## src/rtl/spife_pkg.sv

```systemverilog
package spife_pkg;
  localparam int REG_W = 32;

  localparam logic [7:0] OFS_HOLD    = 8'h40;
  localparam logic [7:0] OFS_IEN     = 8'h80;
  localparam logic [7:0] OFS_IPEND   = 8'h84;
  localparam logic [7:0] OFS_ISRC    = 8'h88;
  localparam logic [7:0] OFS_TAG     = 8'hC0;
  localparam logic [7:0] OFS_CROOM   = 8'hD0;
  localparam logic [7:0] OFS_TROOM   = 8'hD4;
  localparam logic [7:0] OFS_RLVL    = 8'hD8;
  localparam logic [7:0] OFS_CPUSH   = 8'hE0;
  localparam logic [7:0] OFS_TPUSH   = 8'hE4;
  localparam logic [7:0] OFS_RPOP    = 8'hE8;
  localparam logic [7:0] OFS_RPEEK   = 8'hEC;

  localparam int N_IRQ    = 4;
  localparam int IB_CLOW  = 0;
  localparam int IB_TLOW  = 1;
  localparam int IB_RHIGH = 2;
  localparam int IB_SYNC  = 3;
endpackage

```

## src/rtl/spife_fifo.sv

```systemverilog
module spife_fifo #(
  parameter int W     = 32,
  parameter int DEPTH = 16
) (
  input  logic                       clk,
  input  logic                       rst_n,
  input  logic                       clr,
  input  logic                       push,
  input  logic [W-1:0]               push_data,
  input  logic                       pop,
  output logic [W-1:0]               head,
  output logic                       empty,
  output logic                       full,
  output logic [$clog2(DEPTH+1)-1:0] count
);
  localparam int AW = (DEPTH > 1) ? $clog2(DEPTH) : 1;
  localparam int CW = $clog2(DEPTH+1);
  localparam logic [AW-1:0] LAST = AW'(DEPTH-1);
  localparam logic [CW-1:0] FULLC = CW'(DEPTH);

  logic [W-1:0]  mem [DEPTH];
  logic [AW-1:0] wr_ptr, rd_ptr;
  logic [CW-1:0] cnt_q;
  logic          do_push, do_pop;

  assign empty   = (cnt_q == '0);
  assign full    = (cnt_q == FULLC);
  assign do_push = push && !full && !clr;
  assign do_pop  = pop && !empty && !clr;
  assign count   = cnt_q;
  assign head    = empty ? '0 : mem[rd_ptr];

  always_ff @(posedge clk) begin
    if (do_push) mem[wr_ptr] <= push_data;
  end

  always_ff @(posedge clk or negedge rst_n) begin
    if (!rst_n) begin
      wr_ptr <= '0;
      rd_ptr <= '0;
      cnt_q  <= '0;
    end else if (clr) begin
      wr_ptr <= '0;
      rd_ptr <= '0;
      cnt_q  <= '0;
    end else begin
      if (do_push) wr_ptr <= (wr_ptr == LAST) ? '0 : wr_ptr + 1'b1;
      if (do_pop)  rd_ptr <= (rd_ptr == LAST) ? '0 : rd_ptr + 1'b1;
      case ({do_push, do_pop})
        2'b10:   cnt_q <= cnt_q + 1'b1;
        2'b01:   cnt_q <= cnt_q - 1'b1;
        default: cnt_q <= cnt_q;
      endcase
    end
  end
endmodule

```

## src/rtl/spife_irq.sv

```systemverilog
module spife_irq #(
  parameter int N = 4
) (
  input  logic         clk,
  input  logic         rst_n,
  input  logic [N-1:0] set,
  input  logic         clr_we,
  input  logic [N-1:0] clr_mask,
  input  logic         en_we,
  input  logic [N-1:0] en_wdata,
  output logic [N-1:0] pend,
  output logic [N-1:0] enable,
  output logic         irq
);
  logic [N-1:0] clr_eff;

  assign clr_eff = clr_we ? clr_mask : '0;

  always_ff @(posedge clk or negedge rst_n) begin
    if (!rst_n) begin
      pend   <= '0;
      enable <= '0;
    end else begin
      pend <= (pend & ~clr_eff) | set;
      if (en_we) enable <= en_wdata;
    end
  end

  assign irq = |(pend & enable);
endmodule

```

## src/rtl/spi_cmd_frontend.sv

```systemverilog
module spi_cmd_frontend
  import spife_pkg::*;
#(
  parameter int ADDR_W    = 8,
  parameter int CMD_W     = 16,
  parameter int DATA_W    = 32,
  parameter int CMD_DEPTH = 16,
  parameter int TXD_DEPTH = 16,
  parameter int RXD_DEPTH = 16
) (
  input  logic              clk,
  input  logic              rst_n,
  input  logic              bus_wr,
  input  logic              bus_rd,
  input  logic [ADDR_W-1:0] bus_addr,
  input  logic [31:0]       bus_wdata,
  output logic [31:0]       bus_rdata,
  output logic              cmd_valid,
  input  logic              cmd_ready,
  output logic [CMD_W-1:0]  cmd_data,
  output logic              txd_valid,
  input  logic              txd_ready,
  output logic [DATA_W-1:0] txd_data,
  input  logic              rxd_valid,
  output logic              rxd_ready,
  input  logic [DATA_W-1:0] rxd_data,
  input  logic              sync_valid,
  input  logic [7:0]        sync_id,
  output logic              eng_hold,
  output logic              irq
);
  localparam int CCW = $clog2(CMD_DEPTH+1);
  localparam int TCW = $clog2(TXD_DEPTH+1);
  localparam int RCW = $clog2(RXD_DEPTH+1);
  localparam logic [CCW-1:0] CMD_LOW  = CCW'(CMD_DEPTH/4);
  localparam logic [TCW-1:0] TXD_LOW  = TCW'(TXD_DEPTH/4);
  localparam logic [RCW-1:0] RXD_HIGH = RCW'(RXD_DEPTH - RXD_DEPTH/4);

  logic              hold_q;
  logic [7:0]        tag_q;
  logic [7:0]        addr8;
  logic [CCW-1:0]    cmd_cnt;
  logic [TCW-1:0]    txd_cnt;
  logic [RCW-1:0]    rxd_cnt;
  logic              cmd_empty, cmd_full, txd_empty, txd_full, rxd_empty, rxd_full;
  logic [DATA_W-1:0] rxd_head;
  logic              sync_take;
  logic [N_IRQ-1:0]  irq_set, irq_pend, irq_en;

  assign addr8     = 8'(bus_addr);
  assign eng_hold  = hold_q;
  assign sync_take = sync_valid && !hold_q;

  always_ff @(posedge clk or negedge rst_n) begin
    if (!rst_n) begin
      hold_q <= 1'b1;
      tag_q  <= '0;
    end else begin
      if (bus_wr && addr8 == OFS_HOLD) hold_q <= bus_wdata[0];
      if (sync_take) tag_q <= sync_id;
    end
  end

  spife_fifo #(.W(CMD_W), .DEPTH(CMD_DEPTH)) u_cmdq (
    .clk(clk), .rst_n(rst_n), .clr(hold_q),
    .push(bus_wr && addr8 == OFS_CPUSH), .push_data(bus_wdata[CMD_W-1:0]),
    .pop(cmd_valid && cmd_ready), .head(cmd_data),
    .empty(cmd_empty), .full(cmd_full), .count(cmd_cnt)
  );

  spife_fifo #(.W(DATA_W), .DEPTH(TXD_DEPTH)) u_txdq (
    .clk(clk), .rst_n(rst_n), .clr(hold_q),
    .push(bus_wr && addr8 == OFS_TPUSH), .push_data(bus_wdata[DATA_W-1:0]),
    .pop(txd_valid && txd_ready), .head(txd_data),
    .empty(txd_empty), .full(txd_full), .count(txd_cnt)
  );

  spife_fifo #(.W(DATA_W), .DEPTH(RXD_DEPTH)) u_rxdq (
    .clk(clk), .rst_n(rst_n), .clr(hold_q),
    .push(rxd_valid && rxd_ready), .push_data(rxd_data),
    .pop(bus_rd && addr8 == OFS_RPOP), .head(rxd_head),
    .empty(rxd_empty), .full(rxd_full), .count(rxd_cnt)
  );

  assign cmd_valid = !cmd_empty && !hold_q;
  assign txd_valid = !txd_empty && !hold_q;
  assign rxd_ready = !rxd_full && !hold_q;

  always_comb begin
    irq_set           = '0;
    irq_set[IB_CLOW]  = (cmd_cnt <= CMD_LOW);
    irq_set[IB_TLOW]  = (txd_cnt <= TXD_LOW);
    irq_set[IB_RHIGH] = (rxd_cnt >= RXD_HIGH);
    irq_set[IB_SYNC]  = sync_take;
  end

  spife_irq #(.N(N_IRQ)) u_irq (
    .clk(clk), .rst_n(rst_n), .set(irq_set),
    .clr_we(bus_wr && addr8 == OFS_IPEND), .clr_mask(bus_wdata[N_IRQ-1:0]),
    .en_we(bus_wr && addr8 == OFS_IEN), .en_wdata(bus_wdata[N_IRQ-1:0]),
    .pend(irq_pend), .enable(irq_en), .irq(irq)
  );

  always_comb begin
    bus_rdata = '0;
    case (addr8)
      OFS_HOLD:  bus_rdata = REG_W'(hold_q);
      OFS_IEN:   bus_rdata = REG_W'(irq_en);
      OFS_IPEND: bus_rdata = REG_W'(irq_pend);
      OFS_ISRC:  bus_rdata = REG_W'(irq_pend & irq_en);
      OFS_TAG:   bus_rdata = REG_W'(tag_q);
      OFS_CROOM: bus_rdata = REG_W'(CMD_DEPTH) - REG_W'(cmd_cnt);
      OFS_TROOM: bus_rdata = REG_W'(TXD_DEPTH) - REG_W'(txd_cnt);
      OFS_RLVL:  bus_rdata = REG_W'(rxd_cnt);
      OFS_RPOP,
      OFS_RPEEK: bus_rdata = REG_W'(rxd_head);
      default:   bus_rdata = '0;
    endcase
  end
endmodule

```

## config.mk

```make
export PLATFORM = sky130hd
export DESIGN_NAME = spi_cmd_frontend
export DESIGN_NICKNAME = d
export VERILOG_FILES = /design/src/rtl/spife_pkg.sv /design/src/rtl/spife_fifo.sv /design/src/rtl/spife_irq.sv /design/src/rtl/spi_cmd_frontend.sv
export SDC_FILE = /design/constraint.sdc
export NUM_CORES = 1
export LEC_CHECK = 0
export BUFFER_PORTS_ARGS = -buffer_cell sky130_fd_sc_hd__buf_4
export CORE_MARGIN = 1
export CORE_UTILIZATION = 55
export DETAILED_ROUTE_END_ITERATION = 6
export PLACE_DENSITY = 0.68
export SLEW_MARGIN = 10
export SYNTH_ARGS = -nofsm -noshare
export SYNTH_HDL_FRONTEND = slang
export SYNTH_SLANG_ARGS = --single-unit
export TNS_END_PERCENT = 50
```

## constraint.sdc

```tcl
create_clock -name clk -period 5.6 [get_ports clk]
set_clock_uncertainty 0.2 [all_clocks]
set_input_delay 0.84 -clock clk [delete_from_list [all_inputs] [get_ports clk]]
set_output_delay 0.84 -clock clk [all_outputs]
set_load 0.1 [all_outputs]
```

==> reports/results.txt <==
Max-Cap Viols - 0
final hold vios - 0
Slowest-stage cell, CP - dfrtp_4
CTS Sinks - 1,336
slew margin rel. - 23.7%
Tmin final - 4.80 ns
Horiz. Die Dim - 312 um
Post-CTS Resized - 0
Crit path largest cell delay - 1.10 ns
worst skew pair latency - 0.74 ns
Post-Synth XOR/XNOR Area - 0.313%
YS warnings - 0
worst path cell trace - buf_4 > mux4_2 > o22ai_1 > o31ai_1 > buf_4
CP top delay family - flip-flops
non-filler instance count after layout - 4,020
mux cell area share after synthesis - 16.8%
Row Count - 113
top cell type's share of synthesized area - 72.9%
Avg WL per Cell - 28.7 um
gr usage total - 24.3%
max-slew violations - 0
DRT Wirelength - 115,000 um
share of cells above drive strength 1 - 31.6%
Critical Path Fanout Max - 68
Residual DRC - 0
largest net degree at the start of global routing - 74
adder-cell share of the synthesized area - 0.764%
compound-cell area share of the yosys netlist - 1.99%
initial antenna violation count - 4
Avg Cell Area, Syn - 21.9 um^2
total gr overflow - 0
main combinational cell family by area after synthesis - multiplexers
Tcrit/Tclk final - 85.8%
H-tree depth - 4
share of synthesized flip-flops with an asynchronous set or reset - 4.19%
Avg Vias per Cell - 6.24
Root Driver - clkbuf_16
Worst R2R Start - u_cmdq.count[0]
mapped cell area - 52,700 um^2
Seq/Total Area, Yosys - 75.5%
post-synth cell types - 78
register clock-pin slew on the reported worst setup and hold paths - 0.06 ns
Power Dens Cells - 475 nW/um^2
Hold Path Origin - sync_id[4]
Initial Util - 55.5%
via count - 25,100
total core area - 95,000 um^2
Worst R2R Setup Slack - 1.68 ns
Worst-Margin Slew - 1.15 ns
Post-Synth Simple-Gate Area - 3.13%
number of I/O pins - 173
CTS tree - done
status - completed
vias in the first global route - 26,300
fmax - 0.208 GHz
critical path class - flip-flop to primary output
required time of the critical path - 4.56 ns
Final GP Congestion - 0.913
Iteration-0 DRC Markers - 2,737
worst setup path start - u_rxdq.rd_ptr[1]
ranking of synthesized cells by area - edfxtp_1 (73%), mux4_2 (16%), dfrtp_1 (2.6%)
PortBufs - 172
Final setup viols - 0
first-pass GRT wire length - 171,000 um
Post-Synthesis Cells - 2,406
Worst EP arrival - 3.76 ns
Syn-to-layout area delta - 13.7%
CP Buf/Inv Count - 2
count leader, synth - edfxtp_1
Final #Nets - 2,770
setup TNS - 0 ns
most frequent cells after synthesis - edfxtp_1 (1,280), mux4_2 (377), clkbuf_1 (59), nor2b_1 (59), dfrtp_1 (55)
height of the die - 312 um
dpl hpwl - 66,300 um
Static Leak - 19.3 nW
DRT Pass-1 Iters - 7
syn nets - 2,525
total CTS buffers - 135
Post-synth EDFFs - 1,280
type of the worst min-delay path - input pin to flip-flop
die area - 97,100 um^2
Top FF cell, synth - edfxtp_1
clock buffer depth - 3
#FFs+latches synth - 1,336
cell mode on critical path - buf_4
Worst Setup End Kind - primary output
cell taking the most area after synthesis - edfxtp_1
Filler Cells Inserted - 6,415
RSZ-0062 raised after global routing - false
DP Cell Count - 3,778
crit path launch type - flip-flop
Routed Antenna Nets - 0
worst vdd ir - 0.394 mV
-- placed cells by master (no fill, tap or decap), types with 7 or more instances in the layout --
| cell type | instances |
|---|---|
| buf_12 | 8 |
| mux2_2 | 14 |
| dfrtp_1 | 47 |
| buf_4 | 229 |
| ha_1 | 28 |
| clkinv_2 | 15 |
| nor3_1 | 9 |
| inv_1 | 34 |
| a221oi_1 | 10 |
| and2_1 | 12 |
| nand2_1 | 51 |
| mux4_2 | 377 |
| nor2_1 | 40 |
| clkbuf_16 | 140 |
| clkinv_1 | 28 |
| xnor2_1 | 9 |
| and2_2 | 25 |
| clkbuf_1 | 29 |
| bufinv_16 | 11 |
| nor2b_1 | 59 |
| a22oi_1 | 10 |
| o22ai_1 | 23 |
| nand3_1 | 25 |
| o31ai_1 | 16 |
| mux2i_1 | 22 |
| a21oi_1 | 20 |
| a21o_1 | 7 |
| xor2_1 | 8 |
| edfxtp_1 | 1280 |
| o21ai_0 | 36 |
-- sequential cells by signal (all words and copies together), names as in the netlist --
name / count
u_cmdq.rd_ptr: 4
u_cmdq.mem: 256
u_txdq.count: 5
u_irq.pend: 4
u_cmdq.count: 5
u_txdq.mem: 512
tag_q: 8
u_cmdq.wr_ptr: 4
u_rxdq.wr_ptr: 4
u_rxdq.count: 5
eng_hold: 1
u_irq.enable: 4
u_txdq.rd_ptr: 4
u_txdq.wr_ptr: 4
u_rxdq.mem: 512
u_rxdq.rd_ptr: 4
-- cells by family (layout without fill, tap and decap cells) --
kind of cell / Yosys count / in the layout
buffers and inverters: 164 / 511
DFF: 1336 / 1336
adders and majority gates: 31 / 31
other: 0 / 2
muxes: 413 / 413
and+or+nand+nor: 289 / 289
xor gates and xnor gates: 18 / 18
AOI/OAI and AO/OA: 155 / 155
-- worst reg2reg max path, delay by kind of cell (launching register included) --
kind | cells | cell delay, ns
flops | 1 | 0.51
fa+ha+maj | 3 | 0.71
compound gates | 3 | 0.48
buf+inv | 3 | 0.48
simple gates | 5 | 1.45
-- worst paths after layout --
| check | end | cells past startpoint |
|---|---|---|
| max | bus_rdata[28] | 5 |
| min | tag_q[4] | 3 |
| max reg2reg | u_cmdq.count[4] | 14 |
| min reg2reg | tag_q[6] | 1 |
| max in group asynchronous | u_rxdq.rd_ptr[1] | 2 |
| min in group asynchronous | u_cmdq.rd_ptr[0] | 2 |
-- metal layers --
| layer | part of all wire [%] | wire, um | global-route usage (%) | vias to the layer above |
|---|---|---|---|---|
| met5 | 0.025 | 29 | 0 | - |
| met1 | 41 | 46800 | 33.7 | 13300 |
| met3 | 6.6 | 7640 | 4.55 | 203 |
| met2 | 50 | 58100 | 39.5 | 986 |
| met4 | 2.4 | 2760 | 7.46 | 4 |
| li1 | - | - | - | 10600 |
-- layout make-up --
class / count / area, um^2 / share of cell area, %
well taps: 1265 / 1580 / 2.64
diodes: 2 / 5.00 / 0.00835
inverters: 34 / 128 / 0.213
multi-input cells: 906 / 12200 / 20.4
clock buffers: 170 / 3630 / 6.05
flip-flops and latches: 1336 / 39900 / 66.5
repair buffers: 238 / 1890 / 3.15
clock inverters: 69 / 659 / 1.10
-- power by group --
| group | internal, mW | switching [mW] |
|---|---|---|
| logic | 2.81 | 4.93 |
| registers | 11.4 | 0.574 |
| clock network | 5.09 | 3.65 |
-- timing repair --
action,in CTS,in global routing
hold buffers,1,0
buffers inserted,0,0
endpoints found under the hold margin,16,0
-- metrics by stage --
step	util (%)	area (um^2)	hold slack (ns)	power (mW)	worst slack, ns
finish	63.1	60000	0.120	28.5	0.797
global route	63.1	60000	0.108	29.4	0.656
CTS	63.1	60000	0.0845	28.7	0.713
detailed placement	58.6	55700	0.295	20.0	1.23
global placement	58.6	55700	0.293	19.9	1.28
floorplan	-	52700	0.268	18.0	0.377
No activity file was read; power rests on OpenSTA's default activity.
